--- config.mk ---
export PLATFORM = sky130hd
export DESIGN_NAME = lpi_cmd_dispatch
export DESIGN_NICKNAME = d
export VERILOG_FILES = /design/src/rtl/lpi_disp_pkg.sv /design/src/rtl/disp_target_sel.sv /design/src/rtl/disp_op_class.sv /design/src/rtl/disp_bcast_seq.sv /design/src/rtl/disp_pend_issue.sv /design/src/rtl/lpi_cmd_dispatch.sv
export SDC_FILE = /design/constraint.sdc
export NUM_CORES = 1
export LEC_CHECK = 0
export BUFFER_PORTS_ARGS = -buffer_cell sky130_fd_sc_hd__buf_4
export CAP_MARGIN = 25
export CORE_UTILIZATION = 40
export CTS_CLUSTER_DIAMETER = 200
export DETAILED_ROUTE_END_ITERATION = 16
export GPL_TIMING_DRIVEN = 0
export PLACE_DENSITY = 0.84
export SYNTH_ARGS = -nofsm -noshare
export SYNTH_HDL_FRONTEND = slang
export SYNTH_HIERARCHICAL = 1
export SYNTH_SLANG_ARGS = --single-unit
--- constraint.sdc ---
create_clock -name clk -period 4.57 [get_ports clk]
set_input_delay 0.914 -clock clk [delete_from_list [all_inputs] [get_ports clk]]
set_output_delay 0.914 -clock clk [all_outputs]
set_load 0.005 [all_outputs]
--- src/rtl/lpi_disp_pkg.sv ---
// Package: shared operation encodings and the per-command action bundle
// for the interrupt command dispatcher.
package lpi_disp_pkg;

    // Operation codes presented by the command decoder.
    typedef enum logic [2:0] {
        OP_NOP      = 3'd0,
        OP_INT      = 3'd1,
        OP_DOORBELL = 3'd2,
        OP_CLEAR    = 3'd3,
        OP_DISCARD  = 3'd4,
        OP_INV      = 3'd5,
        OP_INVALL   = 3'd6,
        OP_RSVD     = 3'd7
    } disp_op_e;

    // Actions one accepted command may cause.
    typedef struct packed {
        logic do_set;    // set-pending request to the target engine
        logic do_clr;    // clear-pending request to the target engine
        logic do_zap;    // zero the translation entry
        logic do_bcast;  // recompute on every engine
    } disp_act_t;

endpackage

--- src/rtl/disp_target_sel.sv ---
// Module: disp_target_sel
// Pulls the processor-number field out of a packed collection entry and
// range-checks it against the configured CPU count.
// Assumes: PROC_W + 1 <= CTE_W, PROC_W >= IDX_W and PROC_W < 31.
module disp_target_sel #(
    parameter int CTE_W   = 32,
    parameter int PROC_W  = 4,
    parameter int NUM_CPU = 4,
    parameter int IDX_W   = 2
) (
    input  logic [CTE_W-1:0] cte,
    output logic [IDX_W-1:0] idx,
    output logic             in_range
);

    localparam logic [PROC_W-1:0] FIELD_MASK = {PROC_W{1'b1}};

    logic [CTE_W-1:0]  shifted;
    logic [PROC_W-1:0] field;

    // Shift off the valid bit, then keep only the processor-number field.
    always_comb begin
        shifted  = cte >> 1;
        field    = shifted[PROC_W-1:0] & FIELD_MASK;
        in_range = (int'(field) < NUM_CPU);
        idx      = field[IDX_W-1:0];
    end

endmodule

--- src/rtl/disp_op_class.sv ---
// Module: disp_op_class
// Turns an operation code plus the entry-valid flags and the range result
// into the set of actions the dispatcher performs.
// Assumes: the inputs are only meaningful in a cycle where a command is accepted.
module disp_op_class
    import lpi_disp_pkg::*;
(
    input  logic [2:0] op,
    input  logic       ite_ok,
    input  logic       cte_ok,
    input  logic       in_range,
    output disp_act_t  act
);

    disp_op_e op_e;
    logic     routable;

    // Decode the code and gate the per-CPU actions on valid, in-range entries.
    always_comb begin
        op_e         = disp_op_e'(op);
        routable     = ite_ok && cte_ok && in_range;
        act          = '0;
        unique case (op_e)
            OP_INT, OP_DOORBELL: act.do_set = routable;
            OP_CLEAR:            act.do_clr = routable;
            OP_DISCARD: begin
                act.do_clr = routable;
                act.do_zap = routable;
            end
            OP_INV, OP_INVALL:   act.do_bcast = 1'b1;
            default:             act = '0;
        endcase
    end

endmodule

--- src/rtl/disp_bcast_seq.sv ---
// Module: disp_bcast_seq
// Walks a recompute request across all engines, one engine per cycle,
// holding each request until that engine raises ready.
// Assumes: start is only asserted while busy is low.
module disp_bcast_seq #(
    parameter int NUM_CPU = 4,
    parameter int IDX_W   = 2
) (
    input  logic               clk,
    input  logic               rst_n,
    input  logic               start,
    input  logic [NUM_CPU-1:0] rcmp_ready,
    output logic               busy,
    output logic [NUM_CPU-1:0] rcmp_valid
);

    localparam logic [IDX_W-1:0] LAST_IDX = IDX_W'(NUM_CPU - 1);

    logic [IDX_W-1:0] cur;
    logic             fire;
    logic             last;

    // One-hot request decoded from the walk position.
    for (genvar g = 0; g < NUM_CPU; g++) begin : g_req
        assign rcmp_valid[g] = busy && (cur == IDX_W'(g));
    end

    // Handshake on the currently addressed engine.
    always_comb begin
        fire = |(rcmp_valid & rcmp_ready);
        last = (cur == LAST_IDX);
    end

    // Walk state: start at engine 0, advance on handshake, stop after the last.
    always_ff @(posedge clk) begin
        if (!rst_n) begin
            busy <= 1'b0;
            cur  <= '0;
        end else if (start) begin
            busy <= 1'b1;
            cur  <= '0;
        end else if (fire) begin
            if (last) begin
                busy <= 1'b0;
                cur  <= '0;
            end else begin
                cur  <= cur + 1'b1;
            end
        end
    end

    AST_RCMP_ONEHOT: assert property (@(posedge clk) disable iff (!rst_n)
        $onehot0(rcmp_valid));
    AST_RCMP_HOLD: assert property (@(posedge clk) disable iff (!rst_n)
        (busy && !fire) |=> $stable(rcmp_valid));
    AST_RCMP_STEP: assert property (@(posedge clk) disable iff (!rst_n)
        (fire && !last) |=> (rcmp_valid == ($past(rcmp_valid) << 1)));
    AST_BCAST_END: assert property (@(posedge clk) disable iff (!rst_n)
        (fire && last) |=> (rcmp_valid == '0));

endmodule

--- src/rtl/disp_pend_issue.sv ---
// Module: disp_pend_issue
// Registers the one-cycle set/clear pending request toward the target
// engine and the translation-entry zeroing strobe.
// Assumes: do_set and do_clr are never both high.
module disp_pend_issue #(
    parameter int NUM_CPU = 4,
    parameter int IDX_W   = 2,
    parameter int ID_W    = 16
) (
    input  logic               clk,
    input  logic               rst_n,
    input  logic               do_set,
    input  logic               do_clr,
    input  logic               do_zap,
    input  logic [IDX_W-1:0]   idx,
    input  logic [ID_W-1:0]    id,
    output logic [NUM_CPU-1:0] pend_valid,
    output logic               pend_level,
    output logic [ID_W-1:0]    pend_id,
    output logic               ite_zero
);

    logic               hit;
    logic [NUM_CPU-1:0] sel;

    // Decode the target index into a per-engine select.
    for (genvar g = 0; g < NUM_CPU; g++) begin : g_sel
        assign sel[g] = hit && (idx == IDX_W'(g));
    end

    // Any pending action this cycle.
    always_comb hit = do_set || do_clr;

    // Request registers: a pulse of one cycle per dispatched command.
    always_ff @(posedge clk) begin
        if (!rst_n) begin
            pend_valid <= '0;
            pend_level <= 1'b0;
            pend_id    <= '0;
            ite_zero   <= 1'b0;
        end else begin
            pend_valid <= sel;
            pend_level <= do_set;
            pend_id    <= hit ? id : '0;
            ite_zero   <= do_zap;
        end
    end

    AST_PEND_ONEHOT: assert property (@(posedge clk) disable iff (!rst_n)
        $onehot0(pend_valid));
    AST_ZERO_WITH_CLEAR: assert property (@(posedge clk) disable iff (!rst_n)
        ite_zero |-> ((pend_valid != '0) && !pend_level));

endmodule

--- src/rtl/lpi_cmd_dispatch.sv ---
// Module: lpi_cmd_dispatch (top)
// Takes translated interrupt commands and routes set/clear pending
// requests, translation-entry zeroing and broadcast recompute requests
// to a row of per-CPU pending engines.
// Assumes: pending engines always take a pending request; recompute
// requests use a valid/ready handshake per engine.
module lpi_cmd_dispatch
    import lpi_disp_pkg::*;
#(
    parameter int NUM_CPU = 4,
    parameter int ID_W    = 16,
    parameter int CTE_W   = 32,
    parameter int PROC_W  = 4
) (
    input  logic               clk,
    input  logic               rst_n,
    input  logic               cmd_valid,
    output logic               cmd_ready,
    input  logic [2:0]         cmd_op,
    input  logic [ID_W-1:0]    cmd_id,
    input  logic               cmd_ite_valid,
    input  logic               cmd_cte_valid,
    input  logic [CTE_W-1:0]   cmd_cte,
    output logic [NUM_CPU-1:0] pend_req_valid,
    output logic               pend_req_level,
    output logic [ID_W-1:0]    pend_req_id,
    output logic               ite_zero,
    output logic [NUM_CPU-1:0] rcmp_valid,
    input  logic [NUM_CPU-1:0] rcmp_ready
);

    localparam int IDX_W = (NUM_CPU > 1) ? $clog2(NUM_CPU) : 1;

    logic             accept;
    logic             busy;
    logic             in_range;
    logic [IDX_W-1:0] tgt_idx;
    disp_act_t        act;
    disp_act_t        act_q;

    // Handshake: commands are taken whenever no broadcast is running.
    always_comb begin
        cmd_ready = !busy;
        accept    = cmd_valid && cmd_ready;
    end

    disp_target_sel #(
        .CTE_W  (CTE_W),
        .PROC_W (PROC_W),
        .NUM_CPU(NUM_CPU),
        .IDX_W  (IDX_W)
    ) u_tsel (
        .cte     (cmd_cte),
        .idx     (tgt_idx),
        .in_range(in_range)
    );

    disp_op_class u_cls (
        .op      (cmd_op),
        .ite_ok  (cmd_ite_valid),
        .cte_ok  (cmd_cte_valid),
        .in_range(in_range),
        .act     (act)
    );

    // Qualify the decoded actions with acceptance.
    always_comb act_q = accept ? act : '0;

    disp_pend_issue #(
        .NUM_CPU(NUM_CPU),
        .IDX_W  (IDX_W),
        .ID_W   (ID_W)
    ) u_pend (
        .clk       (clk),
        .rst_n     (rst_n),
        .do_set    (act_q.do_set),
        .do_clr    (act_q.do_clr),
        .do_zap    (act_q.do_zap),
        .idx       (tgt_idx),
        .id        (cmd_id),
        .pend_valid(pend_req_valid),
        .pend_level(pend_req_level),
        .pend_id   (pend_req_id),
        .ite_zero  (ite_zero)
    );

    disp_bcast_seq #(
        .NUM_CPU(NUM_CPU),
        .IDX_W  (IDX_W)
    ) u_bcast (
        .clk       (clk),
        .rst_n     (rst_n),
        .start     (act_q.do_bcast),
        .rcmp_ready(rcmp_ready),
        .busy      (busy),
        .rcmp_valid(rcmp_valid)
    );

    AST_DROP_RANGE: assert property (@(posedge clk) disable iff (!rst_n)
        (accept && !in_range) |=> ((pend_req_valid == '0) && !ite_zero));
    AST_NO_ENTRY: assert property (@(posedge clk) disable iff (!rst_n)
        (accept && !(cmd_ite_valid && cmd_cte_valid)) |=> ((pend_req_valid == '0) && !ite_zero));
    AST_STALL_BUSY: assert property (@(posedge clk) disable iff (!rst_n)
        (rcmp_valid != '0) |-> !cmd_ready);
    AST_ZERO_DISCARD: assert property (@(posedge clk) disable iff (!rst_n)
        ite_zero |-> $past(accept && (cmd_op == 3'd4)));
    AST_BCAST_START: assert property (@(posedge clk) disable iff (!rst_n)
        (accept && ((cmd_op == 3'd5) || (cmd_op == 3'd6))) |=> rcmp_valid[0]);

endmodule

Yosys cells after proc, flatten, opt, wreduce, memory -nomap -nowiden
Index checks and enable logic that the tools add are counted.

Bits in read-only memories: 0. Bits in latches: 0. Output and inout port bits: 27. Register bits after elaboration: 25. Memory bits (writable): 0. Memories kept: 0.

Mux-type cells: 9. Add/sub/neg operators: 1. Div/mod/pow operators: 0. $mul: 0. Order comparisons: 1. Shift operators: 0. Reductions and logical operators: 25. Eq/ne operators: 12. Bitwise logic cells: 2.

Operators with widths (number): $logic_and 1x1->1 (11); $eq 3x3->1 const B (3); $eq 2x2->1 const B (4); $reduce_or 2->1 (4); $mux 1 (7); $eq 3x2->1 const B (2); $and 4x4->4 (1); $eq 2x1->1 const B (2); $logic_not 2->1 (2); $lt 4x3->1 const B (1); $mux 4 (1); $reduce_and 2->1 (2); $reduce_bool 2->1 (2); $reduce_or 4->1 (1); $eq 3x1->1 const B (1); $reduce_and 3->1 (1); $add 2x1->2 const B (1); $mux 2 (1); $logic_not 1->1 (1); $logic_or 1x1->1 (1); $not 1->1 (1).

Logic depth before layout (Yosys ltp)
Depth in word-level cells: 6. Depth in mapped cells: 7. Gate-level depth less buffers: 6.

Hierarchy
The synthesis kept the hierarchy.

Modules (own cells, without submodules): disp_pend_issue (area an instance 644.4 µm², times used 1, cells an instance 47, seq. area each 440.4 µm²); disp_bcast_seq (area an instance 244.0 µm², times used 1, cells an instance 28, seq. area each 60.1 µm²); disp_op_class (area an instance 53.8 µm², times used 1, cells an instance 8, seq. area each 0.0 µm²); lpi_cmd_dispatch (area an instance 38.8 µm², times used 1, cells an instance 5, seq. area each 0.0 µm²); disp_target_sel (area an instance 18.8 µm², times used 1, cells an instance 3, seq. area each 0.0 µm²).

Worst setup path after synthesis
OpenSTA, ideal clock, no wires.

Path type: input port to flip-flop. Start: input cmd_op[0]. End: register u_pend.pend_id[0]. Arrival: 2003 ps. Stages: 6. Data required time: 4513 ps. Path buffers: 1. Slack: 2510 ps. Cells stage by stage: or3b_1 -> a21oi_2 -> and3b_1 -> o21a_4 -> buf_6 -> and2_4.

RTL lines: from (decl) (line lpi_cmd_dispatch.sv:19) `input logic [2:0] cmd_op,`; to (signal assigned) (line disp_pend_issue.sv:44) `pend_id <= hit ? id : '0;`; to (decl) (line disp_pend_issue.sv:19) `output logic [ID_W-1:0] pend_id,`.

Final worst setup path
Start: register u_bcast.cur[0]. End: output rcmp_valid[2].

Longest elaborated chain between the ends: 2.

RTL lines: from (decl) (line disp_bcast_seq.sv:19) `logic [IDX_W-1:0] cur;`; from (signal assigned) (line disp_bcast_seq.sv:47) `cur <= cur + 1'b1;`; $eq 2x2->1 (line disp_bcast_seq.sv:25) `assign rcmp_valid[g] = busy && (cur == IDX_W'(g));`; $logic_and 1x1->1 (line disp_bcast_seq.sv:25); to (decl) (line lpi_cmd_dispatch.sv:28) `output logic [NUM_CPU-1:0] rcmp_valid,`.

Every way passes these cells.

==> key figures <==
Layout
  • Share of cells above drive strength 1: ~57%
  • Most frequent cells in the layout: 58 x buf_4, 25 x dfxtp_1, 10 x and2_4, 7 x and2_2
  • Ant. Diodes: 0
  • Commonest non-fill, non-tap cell in the layout: buf_4
  • Nets@finish: about 220
  • Area Growth Syn to Fin: 48.6%
  • Filler cells: 187

Route
  • Iter 0 DRT Violations: 12
  • Final ANT Viol Nets: 0
  • Routed len/inst: 10.5 um
  • Total iterations of the first detailed-routing run: 2
  • Vias post-DR: ~800
  • Vias per cell: about 4.5
  • Final wirelength: approximately 1900 um
  • # DRC: 0

Yosys
  • Yosys warning count: 6
  • Netlist cell types: 26
  • Yosys reg bits: 25
  • Syn Area/Cell: about 11 um^2
  • Syn_nets: roughly 160
  • Seq/Total Area, Yosys: 50.1%
  • Mapped Cells: a little over 90
  • Top cell type by total area after synthesis: dfxtp_1
  • Mapped Area: approximately 1000 um^2
  • Largest cells by area after synthesis: dfxtp_1 50%, and2_4 8.8%, and2_2 5.3%, ha_1 5.0%, and3b_1 3.5%
  • Yosys top cell area share: between 50% and 60%

Global route
  • Initial antenna violation count: 0
  • Largest net degree at the start of global routing: 16
  • GRT Total Usage: between 10% and 20%
  • Grt total ovfl: 0
  • Number of global-route vias before repair: slightly above 700
  • First-pass GRT wire length: between 2000 and 3000 um

STA
  • Final setup fails: 0
  • Final period utilization: about half
  • RSZ-0062 raised after global routing: no
  • Post-route worst setup slack: about 2.3 ns
  • Final Slew Violations: 0
  • Setup TNS: 0 ns
  • Setup Skew: about 0.014 ns
  • Actual slew at the worst max-slew pin: about 0.32 ns
  • Fmax: between 0.4 and 0.5 GHz
  • Relative slew slack: between 70% and 80%
  • Final hold violation count: 0
  • Period minus WS final: 2.27 ns

Floorplan
  • Total core area: around 0.0023 mm^2
  • Die Ht: between 50 and 60 um
  • I/O Pins: between 80 and 90
  • Num rows: 17
  • Area of the die: between 0.002 and 0.003 mm^2
  • Die Span X: 52.0 um
  • Starting density of the core: 43.9%

Place
  • Pre-CTS WS: approximately 2.3 ns
  • Port buffer count: 56
  • Placer Congestion: approximately 0.67
  • Dpl hpwl: 1520 um

Power
  • Power per Cell Area: 242 mW/mm^2
  • Worst vdd ir: about 0.17 mV
  • Leakage Power: approximately 0.71 nW

Setup path
  • CP endpoint kind: output pin
  • CP Launch Type: flop
  • Crit path cell chain: inv_1, ha_1, and2_1, buf_4
  • WP data arrival: 1.36 ns
  • Crit-path max FO: 5
  • Critical path required time: about 3.7 ns
  • Critical-path top delay cell: dfxtp_1
  • Worst Setup Path Type: reg2out
  • Max incr delay on CP: about 0.43 ns

Worst hold path
  • Worst Hold Class: reg2reg

Clock network
  • Sink Count: 25
  • Post-CTS Hold Buffers: 0
  • Setup bufs post-CTS: 0
  • CTS clk-pin slew, worst paths: approximately 0.14 ns
  • Clk_lat worst skew: between 0.3 and 0.4 ns
  • CTS tree: yes
  • Cts bufs inserted: 3
  • Clock Path Buffers: 2
  • # resized after CTS: 0
  • H-tree depth: 1
  • Root Buffer: clkbuf_4

Status
  • Status: finished clean

Flow run
  • Max Cap Viol: 0
## Yosys cell counts
| library cell | instances |
|---|---|
| and3_2 | 1 |
| and2_4 | 10 |
| ha_1 | 4 |
| a31oi_1 | 1 |
| xnor2_1 | 1 |
| a21boi_2 | 1 |
| a22oi_2 | 2 |
| dfxtp_1 | 25 |
| nand3b_1 | 1 |
| or3b_1 | 1 |
| a21oi_2 | 1 |
| nor2_1 | 3 |
| and2_1 | 5 |
| nand3_1 | 1 |
| o21a_4 | 1 |
| and3b_1 | 4 |
| mux2i_1 | 2 |
| nor3_1 | 2 |
| nor3b_1 | 2 |
| inv_1 | 4 |
| buf_6 | 1 |
| buf_4 | 2 |
| nor2b_1 | 2 |
| o21ai_0 | 2 |
| and2_2 | 7 |
| nand2_1 | 5 |
## registers in the layout (all words and copies together) (netlist names)
name / count
u_pend/pend_valid: 4
u_pend/pend_id: 16
u_pend/pend_level: 1
u_pend/ite_zero: 1
u_bcast/busy: 1
u_bcast/cur: 2
## layer usage
layer / share of wire, % / track usage, %
met3: 13 / 5.85
met1: 39 / 15.8
met2: 48 / 25.2
met4: 0 / 6.76
met5: 0 / 0
## critical path, delay by kind of cell, from the launching register on
kind	cells	cell delay, ns
buffers and inverters	2	0.22
and+or+nand+nor	1	0.16
DFF	1	0.43
adders and majority gates	1	0.22
## power by group
group,internal (mW),leakage (nW),switching [mW]
combinational,0.0257,0.499,0.0123
clock,0.0334,0.0139,0.0660
sequential,0.220,0.202,0.00187
total,0.279,0.715,0.0802
## path summary, 6_finish.rpt
kind,start,to,slack [ns],depth (start not counted)
setup reg to reg,u_bcast/busy$_SDFFE_PN0P_,u_pend/pend_id[6]$_SDFF_PN0_,3.22,4
setup / recovery,u_bcast/cur[0]$_SDFFE_PP0P_,rcmp_valid[2],2.30,4
hold / removal,u_bcast/cur[1]$_SDFFE_PP0P_,u_bcast/cur[1]$_SDFFE_PP0P_,0.52,2
hold reg to reg,u_bcast/cur[1]$_SDFFE_PP0P_,u_bcast/cur[1]$_SDFFE_PP0P_,0.52,2
## stage by stage
stage,std cells,power (mW),hold WS [ns],util (%),instance area [um^2]
3_3_place_gp,175,0.263,0.486,63.9,1460
6_report,179,0.359,0.516,65.3,1490
5_1_grt,179,0.381,0.548,65.3,1490
3_5_place_dp,175,0.264,0.498,63.9,1460
2_1_floorplan,91,0.239,0.468,-,1000
4_1_cts,179,0.366,0.522,65.3,1490
## area by class of cell
type                       instances  area, um^2  area share (%)
clock buffer                       3        22.5            1.52
sequential                        25         500            33.7
timing repair buffer              56         420            28.3
tap                               28        35.0            2.36
inverter                           4        15.0            1.01
buffer                             3        26.3            1.77
multi-input combinational         59         458            30.8
clock inverter                     1        7.51           0.505
## cells by family (layout without fill, tap and decap cells)
kind of cell               after synthesis  count (layout)  synth area share, %
AOI/OAI and AO/OA                        8               8                 7.63
adders and majority gates                4               4                 5.01
muxes                                    2               2                 2.00
xor gates and xnor gates                 1               1                0.876
and+or+nand+nor                         44              44                 30.3
buffers and inverters                    7              67                 4.13
DFF                                     25              25                 50.1
Power figures use the tool's default switching activity.
